File: src/rtl/core_irq_hub.sv
module core_irq_hub #(
  parameter int NCORE = 4,
  parameter int AW    = 12,
  parameter int DW    = 32
) (
  input  logic               clk,
  input  logic               rst_n,
  input  logic [AW-1:0]      bus_addr,
  input  logic               bus_wr,
  input  logic [DW-1:0]      bus_wdata,
  output logic [DW-1:0]      bus_rdata,
  input  logic [4*NCORE-1:0] timer_lvl,
  input  logic [4*NCORE-1:0] mbox_busy,
  input  logic               casc_lvl,
  input  logic [NCORE-1:0]   pmu_lvl,
  output logic [NCORE-1:0]   core_irq
);
  localparam int PEND_W = 10;
  localparam logic [AW-1:0] PMU_SET  = AW'('h010);
  localparam logic [AW-1:0] PMU_CLR  = AW'('h014);
  localparam logic [AW-1:0] TMR_BASE = AW'('h040);
  localparam logic [AW-1:0] MBX_BASE = AW'('h050);
  localparam logic [AW-1:0] PND_BASE = AW'('h060);

  logic [4*NCORE-1:0]      tmr_en_q;
  logic [4*NCORE-1:0]      mbx_en_q;
  logic [NCORE-1:0]        route_q;
  logic [PEND_W*NCORE-1:0] pend;

  always_ff @(posedge clk) begin
    if (!rst_n) begin
      tmr_en_q <= '0;
      mbx_en_q <= '0;
      route_q  <= '0;
    end else if (bus_wr) begin
      if (bus_addr == PMU_SET) route_q <= route_q | bus_wdata[NCORE-1:0];
      if (bus_addr == PMU_CLR) route_q <= route_q & ~bus_wdata[NCORE-1:0];
      for (int c = 0; c < NCORE; c++) begin
        if (bus_addr == TMR_BASE + AW'(4*c)) tmr_en_q[4*c +: 4] <= bus_wdata[3:0];
        if (bus_addr == MBX_BASE + AW'(4*c)) mbx_en_q[4*c +: 4] <= bus_wdata[3:0];
      end
    end
  end

  for (genvar c = 0; c < NCORE; c++) begin : g_core
    logic casc_here;
    assign casc_here = (c == 0) ? casc_lvl : 1'b0;
    assign pend[PEND_W*c +: PEND_W] = {route_q[c] & pmu_lvl[c],
                                       casc_here,
                                       mbx_en_q[4*c +: 4] & mbox_busy[4*c +: 4],
                                       tmr_en_q[4*c +: 4] & timer_lvl[4*c +: 4]};
    assign core_irq[c] = |pend[PEND_W*c +: PEND_W];
  end

  always_comb begin
    bus_rdata = '0;
    if (bus_addr == PMU_SET || bus_addr == PMU_CLR) bus_rdata = DW'(route_q);
    for (int c = 0; c < NCORE; c++) begin
      if (bus_addr == TMR_BASE + AW'(4*c)) bus_rdata = DW'(tmr_en_q[4*c +: 4]);
      if (bus_addr == MBX_BASE + AW'(4*c)) bus_rdata = DW'(mbx_en_q[4*c +: 4]);
      if (bus_addr == PND_BASE + AW'(4*c)) bus_rdata = DW'(pend[PEND_W*c +: PEND_W]);
    end
  end
endmodule

File: config.mk
export PLATFORM = sky130hd
export DESIGN_NAME = core_irq_hub
export DESIGN_NICKNAME = d
export VERILOG_FILES = /design/src/rtl/core_irq_hub.sv
export SDC_FILE = /design/constraint.sdc
export NUM_CORES = 1
export LEC_CHECK = 0
export ABC_CLOCK_PERIOD_IN_PS = 3100
export BUFFER_PORTS_ARGS = -buffer_cell sky130_fd_sc_hd__buf_4
export CORE_ASPECT_RATIO = 2
export CORE_MARGIN = 2
export CORE_UTILIZATION = 52
export CTS_CLUSTER_DIAMETER = 40
export DETAILED_ROUTE_END_ITERATION = 10
export PLACE_DENSITY = 0.93
export SYNTH_ARGS = -nofsm -noshare
export SYNTH_HDL_FRONTEND = slang
export SYNTH_SLANG_ARGS = --single-unit
File: constraint.sdc
create_clock -name clk -period 3.1 [get_ports clk]
set_clock_uncertainty 0.15 [all_clocks]
set_input_delay 0.31 -clock clk [delete_from_list [all_inputs] [get_ports clk]]
set_output_delay 0.31 -clock clk [all_outputs]
set_load 0.05 [all_outputs]
==> parameters.txt <==
Parameter                              Value

Run status
  Outcome ... finished clean

CTS
  TritonCTS clock tree ... done
  Gates resized, CTS repair ... 0
  Clock buffers created by TritonCTS ... 5
  Clock transition at path regs ... roughly 80 ps
  Maximum buffer depth of the clock tree ... 2
  Latest clock arrival within the worst-skew pair ... about 300 ps
  Clk sink count ... 36
  Hold-fix buffers, CTS ... 0
  Setup Fix Bufs, Post-CTS ... 0
  CTS HTree Levels ... 2
  CTS root buffer ... sky130_fd_sc_hd__clkbuf_8

Finish
  Count of antenna diodes in the layout ... 0
  Area Overhead vs Synth ... 21.8%
  Fin area ... 3270 µm²
  Final-stage net count ... 517
  Fraction of final layout cells with drive strength greater than 1 ... 0.217

STA
  Relative max-transition margin ... 0.601
  Final count of hold timing violations ... 0
  Final total negative setup slack ... 0 ps
  Final number of setup-violating endpoints ... 0
  Timing-limited maximum frequency ... 346 MHz
  Setup repair after global routing missed its margin ... false
  Slew of the pin with the lowest slew margin ... 597 ps
  Post-layout min period ... 2890 ps
  Period utilization ... 0.931
  Count of pins over their slew limit ... 0

Floorplanning
  Starting density of the core ... 0.533
  FP Rows ... 37
  DIE AREA ... between 5000 and 6000 µm²
  Core Footprint ... 5050 µm²
  Count of boundary I/O pins ... 120
  Die H ... 106 µm
  Width of the die ... 54.8 µm

Drt
  Via count of the routed design ... 3233
  Routed length per placed instance ... 19.0 µm
  Number of nets with antenna violations after detailed routing ... 0
  Detail-routed via count per cell ... between 6 and 7
  Residual DRC ... 0
  Detailed Routing Iterations Pass 1 ... 7
  Final Routed Wirelength ... 9350 µm
  Starting DRC count in detailed routing ... ~290

Global routing
  First-pass GRT wire length ... 14000 µm
  Residual overflow from global routing ... 0
  Antenna violations before repair ... 0
  Vias in the first global route ... 2865
  Pin count of the biggest net entering global routing ... 37
  Global router's overall resource usage ... 0.331

Place
  Placer Congestion ... 1.07
  Port bufs ... 69
  HPWL after detailed placement ... roughly 7000 µm
  Placed cell areas ... 3150 µm²

Worst setup path
  Data required time at the worst endpoint ... 2640 ps
  Cell with the biggest individual delay on the critical path ... sky130_fd_sc_hd__or4_4
  Arrival @ worst endpoint ... roughly 2400 ps
  Type of the setup path with the least slack ... input pin to output pin
  Startpoint class of the critical path ... input pin
  Highest net fanout along the worst path ... 14
  CP cell instances ... buf_4 > or4_4 > or4b_4 > nor2_1 > a211oi_1 > a32oi_1 > buf_4
  CP max stage delay ... 650 ps
  Top cell by count, worst path ... sky130_fd_sc_hd__buf_4
  Endpoint kind of the worst setup timing path ... output pin

Logic synthesis
  Mean instance size in the synthesized netlist ... 7.17 µm²
  Main area contributors after synthesis ... sky130_fd_sc_hd__dfxtp_1, sky130_fd_sc_hd__nand3_1, sky130_fd_sc_hd__a21oi_1, sky130_fd_sc_hd__buf_4, sky130_fd_sc_hd__nand2_1
  Cell variety after synth ... 47
  Post-synthesis instance total ... roughly 380
  Synth top area share ... 0.268
  Number of register bits inferred by synthesis ... 36
  Largest area contributor in the netlist ... sky130_fd_sc_hd__dfxtp_1
  Mapped cell area ... roughly 2700 µm²
  Warning count from the yosys run ... 0
  Part of the Yosys area used for sequential elements ... 0.268

Power
  Worst IR drop on VDD ... 0.000324 V
  Total power per unit cell area ... 348 nW/µm²
  Static leakage power ... 1.21 nW

Job
  Maximum capacitance violations ... 0

Hold path
  Classification of the worst-slack hold path ... input pin to register
## per-layer routing
| metal | GRT usage | share of wire | vias to the layer above |
|---|---|---|---|
| met2 | 0.497 | 0.48 | 256 |
| met1 | 0.415 | 0.36 | 1457 |
| met3 | 0.0524 | 0.10 | 46 |
| met5 | 0 | 0 | - |
| met4 | 0.216 | 0.061 | 0 |
| li1 | - | - | 1474 |
## metrics by stage
stage	setup WS, ps	power (W)	hold slack [ps]	util	cells
finish	214	0.00114	170	0.649	492
global route	190	0.00116	182	0.649	492
CTS	248	0.00113	169	0.649	492
detailed placement	320	0.000680	323	0.624	484
global placement	316	0.000679	320	0.624	484
floorplan	209	0.000618	295	-	396
## Yosys cell counts, drive strengths merged
cell type  instances
nand4             10
nand4bb            1
a222oi             2
a211oi             6
a22oi              9
nor2              21
a22o               5
a221oi             2
nand2             48
o21ai             13
nor3b              1
o2bb2ai            3
inv                1
or4                3
buf               32
nand3b             4
and4bb             2
and4               1
or4b               2
a32oi              6
a221o              2
nor4b              4
a21oi             47
and2               3
o21bai             2
nand2b             5
nor2b              2
nor4               4
nor3               9
a2111oi            2
clkbuf            16
and3               4
conb               1
clkinv             1
a311oi             2
mux2i              7
dfxtp             36
nand3             55
or4bb              1
## layout by cell type, fill, tap and decap left out, types with 9 or more instances in the layout
cell                      netlist  final
sky130_fd_sc_hd__conb_1         1     22
sky130_fd_sc_hd__o21ai_0        9      9
sky130_fd_sc_hd__dfxtp_1       36     36
sky130_fd_sc_hd__nand4_1       10     10
sky130_fd_sc_hd__nor2_1        21     21
sky130_fd_sc_hd__nand2_1       48     48
sky130_fd_sc_hd__buf_4         24     78
sky130_fd_sc_hd__a22oi_1        9      9
sky130_fd_sc_hd__nand3_1       55     55
sky130_fd_sc_hd__a21oi_1       47     47
## final timing paths
kind	start	slack [ps]	to	cells past startpoint
max	bus_addr[11]	210	bus_rdata[0]	7
min	bus_wdata[1]	170	register	2
max reg2reg	register	2140	register	2
min reg2reg	tmr_en_q[1]	340	tmr_en_q[1]	2
## worst max-delay path, delay by kind of cell
kind / cells / cell delay, ps
compound gates: 2 / 380
buf+inv: 2 / 380
simple gates: 3 / 1360
## where the power goes
| group | switching [W] | total, W | leakage, nW | internal (W) |
|---|---|---|---|---|
| Combinational | 0.000145 | 0.000212 | 0.853 | 0.0000666 |
| Clock | 0.000180 | 0.000464 | 0.0645 | 0.000284 |
| Sequential | 0.0000000643 | 0.000462 | 0.290 | 0.000462 |
## logic make-up after synthesis
group	share of synthesized area
buffers and inverters	0.106
DFF	0.268
and+or+nand+nor	0.359
muxes	0.0261
AOI/OAI and AO/OA	0.239
other	0.00139
## area by class of cell
cell class	instances	area, µm²
sequential	36	721
tap	58	72.6
fill	462	1770
multi-input combinational	310	1760
clock buffer	7	96.3
clock inverter	1	30.0
inverter	2	7.51
timing repair buffer	78	586
(Power assumes the default switching activity.)
